## config.mk

```make
export PLATFORM = sky130hd
export DESIGN_NAME = edge_capture_timer
export DESIGN_NICKNAME = d
export VERILOG_FILES = /design/src/rtl/cap_pkg.sv /design/src/rtl/cap_timer.sv /design/src/rtl/cap_edge_sync.sv /design/src/rtl/cap_channel.sv /design/src/rtl/edge_capture_timer.sv
export SDC_FILE = /design/constraint.sdc
export NUM_CORES = 1
export LEC_CHECK = 0
export ABC_AREA = 0
export BUFFER_PORTS_ARGS = -buffer_cell sky130_fd_sc_hd__buf_2
export CORE_AREA = 2 2 110 112
export DETAILED_ROUTE_END_ITERATION = 10
export DIE_AREA = 0 0 112 114
export PLACE_DENSITY = 0.73
export SLEW_MARGIN = 30
export SYNTH_ARGS = -nofsm -noshare
export SYNTH_HDL_FRONTEND = slang
export SYNTH_SLANG_ARGS = --single-unit
```

## constraint.sdc

```tcl
create_clock -name clk_i -period 1.6 [get_ports clk_i]
set_input_delay 0.32 -clock clk_i [delete_from_list [all_inputs] [get_ports clk_i]]
set_output_delay 0.32 -clock clk_i [all_outputs]
set_load 0.02 [all_outputs]
```

## src/rtl/cap_pkg.sv

```systemverilog
package cap_pkg;
  localparam int NUM_CH      = 4;
  localparam int TIMER_W     = 16;
  localparam int SYNC_STAGES = 2;
  localparam int ADDR_W      = $clog2(4 + NUM_CH);
  localparam int EDGE_W      = 2 * NUM_CH;
  localparam int FLAG_W      = NUM_CH + 2;
  localparam int BYTE_BIT    = NUM_CH;
  localparam int WORD_BIT    = NUM_CH + 1;

  localparam logic [ADDR_W-1:0] ADDR_EDGE  = ADDR_W'(0);
  localparam logic [ADDR_W-1:0] ADDR_FLAG  = ADDR_W'(1);
  localparam logic [ADDR_W-1:0] ADDR_MASK  = ADDR_W'(2);
  localparam logic [ADDR_W-1:0] ADDR_TIMER = ADDR_W'(3);
  localparam int                CAP_BASE   = 4;
endpackage

```

## src/rtl/cap_timer.sv

```systemverilog
module cap_timer #(
  parameter int W = 16
) (
  input  logic         clk_i,
  input  logic         rst_ni,
  output logic [W-1:0] cnt_o,
  output logic         byte_carry_o,
  output logic         word_carry_o
);
  localparam int BYTE_W = 8;

  logic [W-1:0] cnt_q;

  always_ff @(posedge clk_i or negedge rst_ni) begin
    if (!rst_ni) cnt_q <= '0;
    else         cnt_q <= cnt_q + W'(1);
  end

  assign cnt_o        = cnt_q;
  // carry out of the low byte / of the full word on the next increment
  assign byte_carry_o = &cnt_q[BYTE_W-1:0];
  assign word_carry_o = &cnt_q;

  AST_TIMER_STEP: assert property (@(posedge clk_i) disable iff (!rst_ni)
    1'b1 |=> cnt_q == $past(cnt_q) + W'(1));
endmodule

```

## src/rtl/cap_edge_sync.sv

```systemverilog
module cap_edge_sync #(
  parameter int STAGES = 2
) (
  input  logic clk_i,
  input  logic rst_ni,
  input  logic in_i,
  output logic rise_o,
  output logic fall_o
);
  logic [STAGES-1:0] sync_q;
  logic              prev_q;
  logic              lvl;

  assign lvl = sync_q[STAGES-1];

  always_ff @(posedge clk_i or negedge rst_ni) begin
    if (!rst_ni) begin
      sync_q <= '0;
      prev_q <= 1'b0;
    end else begin
      sync_q <= {sync_q[STAGES-2:0], in_i};
      prev_q <= lvl;
    end
  end

  assign rise_o = lvl & ~prev_q;
  assign fall_o = ~lvl & prev_q;
endmodule

```

## src/rtl/cap_channel.sv

```systemverilog
module cap_channel #(
  parameter int W = 16
) (
  input  logic         clk_i,
  input  logic         rst_ni,
  input  logic         rise_i,
  input  logic         fall_i,
  input  logic         en_rise_i,
  input  logic         en_fall_i,
  input  logic [W-1:0] timer_i,
  input  logic         clr_i,
  output logic [W-1:0] cap_o,
  output logic         flag_o
);
  logic [W-1:0] cap_q;
  logic         flag_q;
  logic         stb;

  assign stb = (rise_i & en_rise_i) | (fall_i & en_fall_i);

  always_ff @(posedge clk_i or negedge rst_ni) begin
    if (!rst_ni) begin
      cap_q  <= '0;
      flag_q <= 1'b0;
    end else begin
      if (stb) cap_q <= timer_i;
      // set has priority over software clear
      if (stb)        flag_q <= 1'b1;
      else if (clr_i) flag_q <= 1'b0;
    end
  end

  assign cap_o  = cap_q;
  assign flag_o = flag_q;

  AST_CAP_LATCH: assert property (@(posedge clk_i) disable iff (!rst_ni)
    stb |=> cap_q == $past(timer_i));
  AST_CAP_WINS: assert property (@(posedge clk_i) disable iff (!rst_ni)
    (stb && clr_i) |=> flag_q);
  AST_FLAG_CLEAR: assert property (@(posedge clk_i) disable iff (!rst_ni)
    (clr_i && !stb) |=> !flag_q);
  AST_FLAG_SOURCE: assert property (@(posedge clk_i) disable iff (!rst_ni)
    $rose(flag_q) |-> $past(stb));
  AST_CAP_HOLD: assert property (@(posedge clk_i) disable iff (!rst_ni)
    !stb |=> $stable(cap_q));
endmodule

```

## src/rtl/edge_capture_timer.sv

```systemverilog
module edge_capture_timer
  import cap_pkg::*;
(
  input  logic               clk_i,
  input  logic               rst_ni,
  input  logic               wr_en_i,
  input  logic [ADDR_W-1:0]  wr_addr_i,
  input  logic [TIMER_W-1:0] wr_data_i,
  input  logic [ADDR_W-1:0]  rd_addr_i,
  output logic [TIMER_W-1:0] rd_data_o,
  input  logic [NUM_CH-1:0]  cap_i,
  output logic               irq_o
);
  logic [TIMER_W-1:0] timer;
  logic               byte_carry, word_carry;
  logic [EDGE_W-1:0]  edge_q;
  logic [FLAG_W-1:0]  mask_q;
  logic               byte_q, word_q;
  logic [NUM_CH-1:0]  ch_flag;
  logic [FLAG_W-1:0]  flags;
  logic [TIMER_W-1:0] cap_val [NUM_CH];
  logic               flag_wr;
  logic               unused_wdata;

  assign unused_wdata = ^wr_data_i[TIMER_W-1:EDGE_W];
  assign flag_wr      = wr_en_i && (wr_addr_i == ADDR_FLAG);

  cap_timer #(.W(TIMER_W)) i_timer (
    .clk_i        (clk_i),
    .rst_ni       (rst_ni),
    .cnt_o        (timer),
    .byte_carry_o (byte_carry),
    .word_carry_o (word_carry)
  );

  for (genvar n = 0; n < NUM_CH; n++) begin : g_ch
    logic rise, fall;

    cap_edge_sync #(.STAGES(SYNC_STAGES)) i_sync (
      .clk_i  (clk_i),
      .rst_ni (rst_ni),
      .in_i   (cap_i[n]),
      .rise_o (rise),
      .fall_o (fall)
    );

    cap_channel #(.W(TIMER_W)) i_chan (
      .clk_i     (clk_i),
      .rst_ni    (rst_ni),
      .rise_i    (rise),
      .fall_i    (fall),
      .en_rise_i (edge_q[2*n]),
      .en_fall_i (edge_q[2*n+1]),
      .timer_i   (timer),
      .clr_i     (flag_wr && !wr_data_i[n]),
      .cap_o     (cap_val[n]),
      .flag_o    (ch_flag[n])
    );
  end

  always_ff @(posedge clk_i or negedge rst_ni) begin
    if (!rst_ni) begin
      edge_q <= '0;
      mask_q <= '0;
      byte_q <= 1'b0;
      word_q <= 1'b0;
    end else begin
      if (wr_en_i && wr_addr_i == ADDR_EDGE) edge_q <= wr_data_i[EDGE_W-1:0];
      if (wr_en_i && wr_addr_i == ADDR_MASK) mask_q <= wr_data_i[FLAG_W-1:0];
      if (byte_carry)                              byte_q <= 1'b1;
      else if (flag_wr && !wr_data_i[BYTE_BIT])    byte_q <= 1'b0;
      if (word_carry)                              word_q <= 1'b1;
      else if (flag_wr && !wr_data_i[WORD_BIT])    word_q <= 1'b0;
    end
  end

  assign flags = {word_q, byte_q, ch_flag};
  assign irq_o = |(flags & mask_q);

  always_comb begin
    rd_data_o = '0;
    case (rd_addr_i)
      ADDR_EDGE:  rd_data_o[EDGE_W-1:0] = edge_q;
      ADDR_FLAG:  rd_data_o[FLAG_W-1:0] = flags;
      ADDR_MASK:  rd_data_o[FLAG_W-1:0] = mask_q;
      ADDR_TIMER: rd_data_o             = timer;
      default: begin
        for (int n = 0; n < NUM_CH; n++)
          if (rd_addr_i == ADDR_W'(CAP_BASE + n)) rd_data_o = cap_val[n];
      end
    endcase
  end

  AST_BYTE_OVF: assert property (@(posedge clk_i) disable iff (!rst_ni)
    byte_carry |=> byte_q);
  AST_WORD_OVF: assert property (@(posedge clk_i) disable iff (!rst_ni)
    (timer == '1) |=> word_q && (timer == '0));
  AST_IRQ_QUIET: assert property (@(posedge clk_i) disable iff (!rst_ni)
    (mask_q == '0) |-> !irq_o);
endmodule

```

=== Word level (Yosys, flattened, before mapping) ===
Index checks and enable logic that the tools add are counted.

* Input port bits: 29
* Word-level logic and storage cells: 107
* Register bits: 112

* Add/sub/neg operators: 1
* Bitwise logic cells: 29
* Multiplexer cells: 19
* Reduce and logical (&&, ||, !) cells: 28
* Equal/unequal tests: 9

{| class="wikitable"
|+ Operators by type and width
! operator !! number
|-
| 16-bit two-way mux || 4
|-
| 6-bit one-hot mux with 4 select lines || 1
|-
| 16-bit by 1-bit adder with 16-bit output (second input constant) || 1
|-
| 1-bit bitwise AND || 16
|-
| 8-bit one-hot mux with 2 select lines || 1
|-
| 16-bit AND reduction || 1
|-
| 3-bit == test (second input constant) || 4
|-
| 1-bit two-way mux || 12
|-
| 2-bit nonzero test || 6
|-
| 3-bit by 2-bit == test with 1-bit output (second input constant) || 3
|-
| 1-bit logical AND || 9
|-
| 1-bit inverter || 8
|-
| 8-bit AND reduction || 1
|-
| 6-bit bitwise AND || 1
|-
| 3-bit by 1-bit == test with 1-bit output (second input constant) || 2
|-
| 1-bit logical NOT || 6
|-
| 3-bit logical NOT || 2
|-
| 2-bit one-hot mux with 3 select lines || 1
|-
| 6-bit OR reduction || 1
|-
| 1-bit bitwise OR || 4
|-
| 3-bit OR reduction || 1
|-
| 2-bit OR reduction || 1
|}

=== Depth between registers and ports, before layout ===
Gate-level depths: netlist (run 1).

* Depth after elaboration: 6
* Depth in mapped cells: 5
* Gate-level depth less buffers: 3

=== By module ===
Synthesis (run 1) repeated with hierarchy kept, for this count alone.

* Cell total of the unflattened synthesis: 355
* Area, all modules: 5311.3 µm²

{| class="wikitable"
|+ By module, submodules not included
! module !! cells an instance !! times used !! area each (µm²)
|-
| cap_channel || 37 || 4 || 689.4
|-
| edge_capture_timer || 133 || 1 || 1526.5
|-
| cap_timer || 54 || 1 || 666.9
|-
| cap_edge_sync || 5 || 4 || 90.1
|}

=== Worst setup path before layout (run 1) ===
No wires, ideal clock.

* Path type: input to output
* Start point: input rd_addr_i[0]
* End point: output rd_data_o[6]
* Stages on the path: 5
* Arrival time: 1.427 ns
* Path slack: -0.147 ns
* Cell sequence: buf_6 buf_4 mux4_2 nand2_1 o21ai_0

* Word-level cells in the longest chain between the ends: 6

{| class="wikitable"
|+ Ends and longest elaborated chain
! element !! line !! text
|-
| start, declared || edge_capture_timer.sv:9 || <nowiki>input logic [ADDR_W-1:0] rd_addr_i,</nowiki>
|-
| 3-bit == test || edge_capture_timer.sv:89 || <nowiki>if (rd_addr_i == ADDR_W'(CAP_BASE + n)) rd_data_o = cap_val[n];</nowiki>
|-
| 16-bit two-way mux (4 in series) || edge_capture_timer.sv:89 ||
|-
| 2-bit one-hot mux with 3 select lines (*) || edge_capture_timer.sv:82 || <nowiki>case (rd_addr_i)</nowiki>
|-
| end, declared || edge_capture_timer.sv:10 || <nowiki>output logic [TIMER_W-1:0] rd_data_o,</nowiki>
|}

Every way passes the cells marked *; elsewhere a longest branch is shown, timed or not.

=== Worst setup path after layout (run 1) ===
* Start point: register edge_q[3]
* End point: output rd_data_o[3]

* Word-level cells in the longest chain between the ends: 1

{| class="wikitable"
|+ Ends and longest elaborated chain
! element !! line !! text
|-
| start, declared || edge_capture_timer.sv:16 || <nowiki>logic [EDGE_W-1:0] edge_q;</nowiki>
|-
| start signal, assigned || edge_capture_timer.sv:68 || <nowiki>if (wr_en_i && wr_addr_i == ADDR_EDGE) edge_q <= wr_data_i[EDGE_W-1:0];</nowiki>
|-
| 6-bit one-hot mux with 4 select lines || edge_capture_timer.sv:82 ||
|}

No other way between the ends.

==> flow_summary.toml, run 1 <==
[critical_path]
cp-end-kind = "output port"
crit_chain = "mux4_4, mux2_4, buf_6"
largest_fanout_of_any_net_on_the_critical_path = 2
worstSetupPathType = "register to output port"
cp_data_arrival_time_ns = 1.81
crit_path_start_kind = "register"
worst-endpoint-required_ns = 1.28
timing.critical_path.slowest_cell_delay_ns = 0.61
critical_path_s_slowest_cell = "mux4_4"

[logic_synthesis]
yosys_warnings = 0
postSynthCellCount = 334
yosys.area.top_type_share_pct = 55.1
mappedNetlistArea_mm2 = 0.00508
netlist_top_cells_area = "dfrtp_1 55%, mux2_2 19%, mux4_1 5.7%"
yosys_register_bits = 112
synth_edf_count = 0
synth.top_cells.by_count = "112 x dfrtp_1, 84 x mux2_2, 11 x mux4_1, 11 x nand2_1"
async_flop_share_pct = 100
synth.most_common_cell = "dfrtp_1"
post_synth.cell_area_avg_um2 = 15.2
main_flop_type_after_synthesis = "dfrtp_1"
synth_fp_nets = 364
ys_types = 34
synth_top_cell_by_area = "dfrtp_1"
seq_area_frac_synth_pct = 55.1

[floorplanning]
fp.dieArea_mm2 = 0.0128
core-area_mm2 = 0.0117
die_width_um = 112
rows = 40
chipHeight_um = 114
boundaryPins = 46
initial_core_util_pct = 43.4

[timing]
timing.hold.ws_ns = 0.0711
max_clock_freq_mhz = 470
headroom_to_the_max_slew_limit_pct = 77.8
period_share_pct = 133
worst_pin_slew_ns = 0.333
final-hold-violation-count = 0
grt_setup_unrepaired = "true"
timing.final.max_slew_violations = 0
finalCriticalPeriod_ns = 2.13
timing.setup.tns_ns = -5.04
setup-violations-final = 17
setup_slack_ns = -0.527
clock-skew-final_ns = 0.00843

[place]
place.port_buffers = 37
dp_cells = 538
dp_hpwl_mm = 7.41
placedInstanceArea_mm2 = 0.00572
gp_routability_congestion = 0.840

[cells_and_area]
multi_input_area_mm2 = 0.00213
layout-area-overhead-vs-synth_pct = 22.3
non_filler_cells_final = 559
num-nets-final = 437
post-route-util_pct = 53.1
layout.area.seq_mm2 = 0.00280
diodes = 0
drive_gt1_share_pct = 53.6
finalInstanceArea_mm2 = 0.00622
fill_cells = 1006

[drt]
postRouteWirelength_mm = 10.9
drt-wirelength-per-cell_um = 19.5
ant_nets = 0
route.vias.total = 3112
drtPass1Iterations = 4
drt_iter0_drc = 172
route.detailed.vias_per_inst = 5.57
post-route-drc-count = 0

[clock_tree]
numCtsBuffers = 9
insertion_delay_ns = 0.35
ctsLongestPathBuffers = 2
worst_setup_hold_path_clk_slew_ns = 0.07
h-tree-depth = 3
cts.sink_count = 112
cts_root_buf = "clkbuf_16"
cts_tree = "built"

[power]
pwr_dens_mw_per_mm2 = 1160
irDropWorstVdd_v = 0.000814
total_leakage_power_nw = 2.80

[global_routing]
grt_antenna_before_repair = 0
grt_start_max_net_pins = 45
global_route.overflow_total = 0
grt_usage_pct = 18.4
grt_pass1_wl_mm = 18.0
vias_in_the_first_global_route = 3421

[min_path]
timing.hold.worst.class = "input port to register"

[outcome]
violations_in_the_final_reports = "setup timing"
run_status = "finished, violations left"

[job]
cap_violations = 0
==> layout by cell type (no fill, tap or decap), types with 4 or more instances in the layout <==
cell type | synthesis | final
o21ai_0 | 9 | 7
nand3b_1 | 4 | 4
xor2_1 | 4 | 4
mux2_2 | 84 | 78
nand2_1 | 11 | 9
nand2b_1 | 4 | 4
nand4_1 | 9 | 9
mux4_2 | 10 | 21
buf_12 | 2 | 7
xnor2_1 | 10 | 10
clkbuf_16 | 0 | 9
o21ai_2 | 4 | 6
a22o_1 | 8 | 7
mux2_4 | 0 | 6
buf_4 | 2 | 40
dfrtp_1 | 112 | 112
buf_6 | 3 | 17
buf_2 | 5 | 22
nand3_1 | 7 | 6
==> layout make-up <==
class,count,share of cell area (%)
clock buffer,10,3.68
clock inverter,6,1.87
timing repair buffer,87,12.1
multi-input combinational,196,34.3
sequential,112,45.1
inverter,1,0.0603
tap,147,2.96
==> state kept, by name, summed over array words and instances (netlist names) <==
| register | flops |
|---|---|
| g_ch.i_sync.prev_q | 4 |
| byte_q | 1 |
| g_ch.i_chan.flag_o | 4 |
| g_ch.i_sync.sync_q | 8 |
| g_ch.i_chan.cap_o | 64 |
| word_q | 1 |
| mask_q | 6 |
| edge_q | 8 |
| i_timer.cnt_o | 16 |
==> worst max-delay path, delay by kind of cell (launching register included) <==
kind                   cells  cell delay [ns]
multiplexers               2             0.92
flip-flops                 1             0.41
buffers and inverters      1             0.13
==> power by group <==
part	switching (mW)	internal, mW	total, mW
Combinational	0.568	0.809	1.38
Sequential	0.171	3.11	3.29
Clock	1.02	1.54	2.56
==> path summary, 6_finish.rpt <==
kind / slack [ns] / to / cells after the start / startpoint
max in group asynchronous: 0.60 / g_ch[2].i_chan.cap_o[3] / 3 / rst_ni
max: -0.53 / rd_data_o[3] / 3 / edge_q[3]
min: 0.07 / g_ch[3].i_sync.sync_q[0] / 1 / cap_i[3]
min in group asynchronous: 0.42 / g_ch[0].i_sync.sync_q[1] / 2 / rst_ni
min reg2reg: 0.35 / g_ch[1].i_sync.sync_q[1] / 0 / g_ch[1].i_sync.sync_q[0]
max reg2reg: 0.16 / i_timer.cnt_o[8] / 5 / i_timer.cnt_o[1]
==> per-stage QoR <==
stage	setup WS, ns	power [mW]
final	-0.527	7.23
after global routing	-0.556	7.52
after CTS	-0.540	7.26
after detailed placement	-0.455	4.59
after global placement	-0.435	4.54
after floorplan	-0.0990	4.04
==> repair_timing <==
action	in CTS	in global routing
resized for setup	37	2
setup buffers	3	2
endpoints found under the setup margin	17	17
pin swaps	7	0
hold buffers	1	0
endpoints found under the hold margin	18	0
==> metal layers <==
metal  track usage, %  wire length (um)
met2             32.2              5630
met4             6.02               174
met1             22.7              4680
met5                0                 0
met3             4.20               425
==> cells by family (layout without fill, tap and decap cells) <==
logic type / Yosys count / after routing / synth area share [%]
flops: 112 / 112 / 55.1
mux: 106 / 106 / 29.2
simple gates: 49 / 49 / 6.03
compound gates: 26 / 26 / 3.69
buf+inv: 26 / 104 / 3.27
xor+xnor: 14 / 14 / 2.41
fa+ha+maj: 1 / 1 / 0.246
(Power assumes the default switching activity.)
==> inputs of run 2 (changes only) <==
--- a/config.mk
+++ b/config.mk
@@ -8,6 +8,7 @@
 export ABC_AREA = 0
 export BUFFER_PORTS_ARGS = -buffer_cell sky130_fd_sc_hd__buf_2
 export CORE_AREA = 2 2 110 112
+export CTS_BUF_LIST = sky130_fd_sc_hd__clkbuf_8
 export DETAILED_ROUTE_END_ITERATION = 10
 export DIE_AREA = 0 0 112 114
 export PLACE_DENSITY = 0.73
==> run 2 against run 1 <==
The run still ends with setup timing left. Register-to-register slack is essentially flat. Global-route usage decreased by 0.26 points. Sequential share of layout area is 0.56 points higher. Final cell count grew 0.72%.
==> flow_summary.toml, run 2 (same netlist as run 1, synthesis figures left out) <==
[cells_and_area]
diodes = 0
drive_gt1_share_pct = 54.1
largest_register_ffs = 64
non_filler_cells_final = 563
layout-area-overhead-vs-synth_pct = 20.8
post-route-util_pct = 52.5
most_frequent_standard_cell_in_the_layout_excluding_fill_and_tap_cells = "dfrtp_1"
mostFrequentLayoutCells = "112 x dfrtp_1, 78 x mux2_2, 47 x buf_4"
multi_input_area_mm2 = 0.00213
num-nets-final = 441
layout.area.seq_mm2 = 0.00280
fill_cells = 1013

[floorplanning]
fp.dieArea_mm2 = 0.0128
die_width_um = 112
rows = 40
initial_core_util_pct = 43.4
core-area_mm2 = 0.0117
boundaryPins = 46
chipHeight_um = 114

[drt]
postRouteWirelength_mm = 10.8
route.vias.total = 3100
drtPass1Iterations = 4
post-route-drc-count = 0
drt_iter0_drc = 157
ant_nets = 0
route.detailed.vias_per_inst = 5.51
drt-wirelength-per-cell_um = 19.2

[critical_path]
timing.critical_path.max_delay_family = "multiplexers"
cp_data_arrival_time_ns = 1.83
critPathBufInv = 1
timing.critical_path.slowest_cell_delay_ns = 0.59
largest_fanout_of_any_net_on_the_critical_path = 2
critical_path_s_slowest_cell = "mux4_4"
crit_path_start_kind = "register"
worstSetupPathType = "register to output port"
worst-endpoint-required_ns = 1.28
ff2ff_setup_slack_ns = 0.15
crit_chain = "mux4_4, mux2_4, buf_6"
cp-end-kind = "output port"

[clock_tree]
cts_tree = "built"
h-tree-depth = 3
insertion_delay_ns = 0.38
cts.sink_count = 112
worst_setup_hold_path_clk_slew_ns = 0.10
numCtsBuffers = 9
cts_root_buf = "clkbuf_8"
ctsLongestPathBuffers = 2

[timing]
setup_slack_ns = -0.551
timing.setup.tns_ns = -5.66
headroom_to_the_max_slew_limit_pct = 77.3
clock-skew-final_ns = 0.0117
max_clock_freq_mhz = 465
timing.hold.ws_ns = 0.0357
final-hold-violation-count = 0
timing.final.max_slew_violations = 0
period_share_pct = 134
grt_setup_unrepaired = "true"
finalCriticalPeriod_ns = 2.15
worst_pin_slew_ns = 0.341
setup-violations-final = 17

[global_routing]
global_route.overflow_total = 0
grt_start_max_net_pins = 45
grt_antenna_before_repair = 0
grt_pass1_wl_mm = 17.8
grt_usage_pct = 18.1
vias_in_the_first_global_route = 3444

[job]
cap_violations = 0

[min_path]
timing.hold.worst.class = "input port to register"

[power]
power.switching_mw = 1.70
pwr_dens_mw_per_mm2 = 1090
share_clk_of_total_power_pct = 29.9
total_leakage_power_nw = 2.78
irDropWorstVdd_v = 0.000801
share_of_total_power_in_sequential_cells_pct = 49.0
sw_share_pct = 25.4
pwr-share-comb_pct = 21.1
cell_internal_pwr_mw = 4.99

[place]
dp_cells = 538
dp_worst_setup_slack_ns = -0.455
gp_routability_congestion = 0.840
dp_hpwl_mm = 7.41
place.port_buffers = 37

[outcome]
run_status = "finished, violations left"
violations_in_the_final_reports = "setup timing"
-- run 2: changes by cell type in the layout (fill, tap and decap cells not counted), sizes merged --
| cell | change |
|---|---|
| buf | +4 |
| clkbuf | -1 |
| inv | +1 |
-- run 2: area by class of cell --
type | count | area share [%]
flip-flops and latches | 112 | 45.6
multi-input cells | 196 | 34.7
repair buffers | 91 | 12.6
well taps | 147 | 2.99
clock buffers | 9 | 2.02
clock inverters | 7 | 1.96
inverters | 1 | 0.0611
-- run 2: final timing paths --
path	startpoint	endpoint	depth (start not counted)
max in group asynchronous	rst_ni	g_ch[2].i_chan.cap_o[3]	3
min in group asynchronous	rst_ni	g_ch[0].i_sync.sync_q[0]	2
max reg2reg	i_timer.cnt_o[1]	i_timer.cnt_o[8]	5
min	cap_i[3]	g_ch[3].i_sync.sync_q[0]	1
min reg2reg	g_ch[1].i_sync.sync_q[0]	g_ch[1].i_sync.sync_q[1]	0
max	edge_q[3]	rd_data_o[3]	3
-- run 2: per-layer routing --
metal	vias to the layer above	wire length (um)	part of all wire, %	global-route usage [%]
met5	-	0	0	0
met3	16	503	4.7	4.73
li1	1384	-	-	-
met4	0	137	1.3	4.23
met2	84	5520	51	32.5
met1	1616	4640	43	22.2
-- run 2: power by group through the flow --
stage / clock network, mW / registers [mW] / logic, mW
3_3_place_gp: 0 / 3.32 / 1.21
4_1_cts: 2.05 / 3.28 / 1.39
6_report: 2.00 / 3.28 / 1.41
2_1_floorplan: 0 / 3.28 / 0.766
3_5_place_dp: 0 / 3.34 / 1.25
5_1_grt: 2.17 / 3.31 / 1.50
-- run 2: what timing repair did --
| action | in CTS | in global routing |
|---|---|---|
| endpoints found under the hold margin | 18 | 0 |
| setup endpoints to repair | 17 | 17 |
| hold buffers | 1 | 0 |
| setup buffers | 7 | 2 |
| resized for setup | 36 | 2 |
| pin swaps | 7 | 0 |
-- run 2: metrics by stage --
stage                     power [mW]  cell area [um^2]
after floorplan                 4.04              5110
after global placement          4.54              5720
after detailed placement        4.59              5720
after CTS                       6.72              6120
after global routing            6.99              6140
final                           6.69              6140
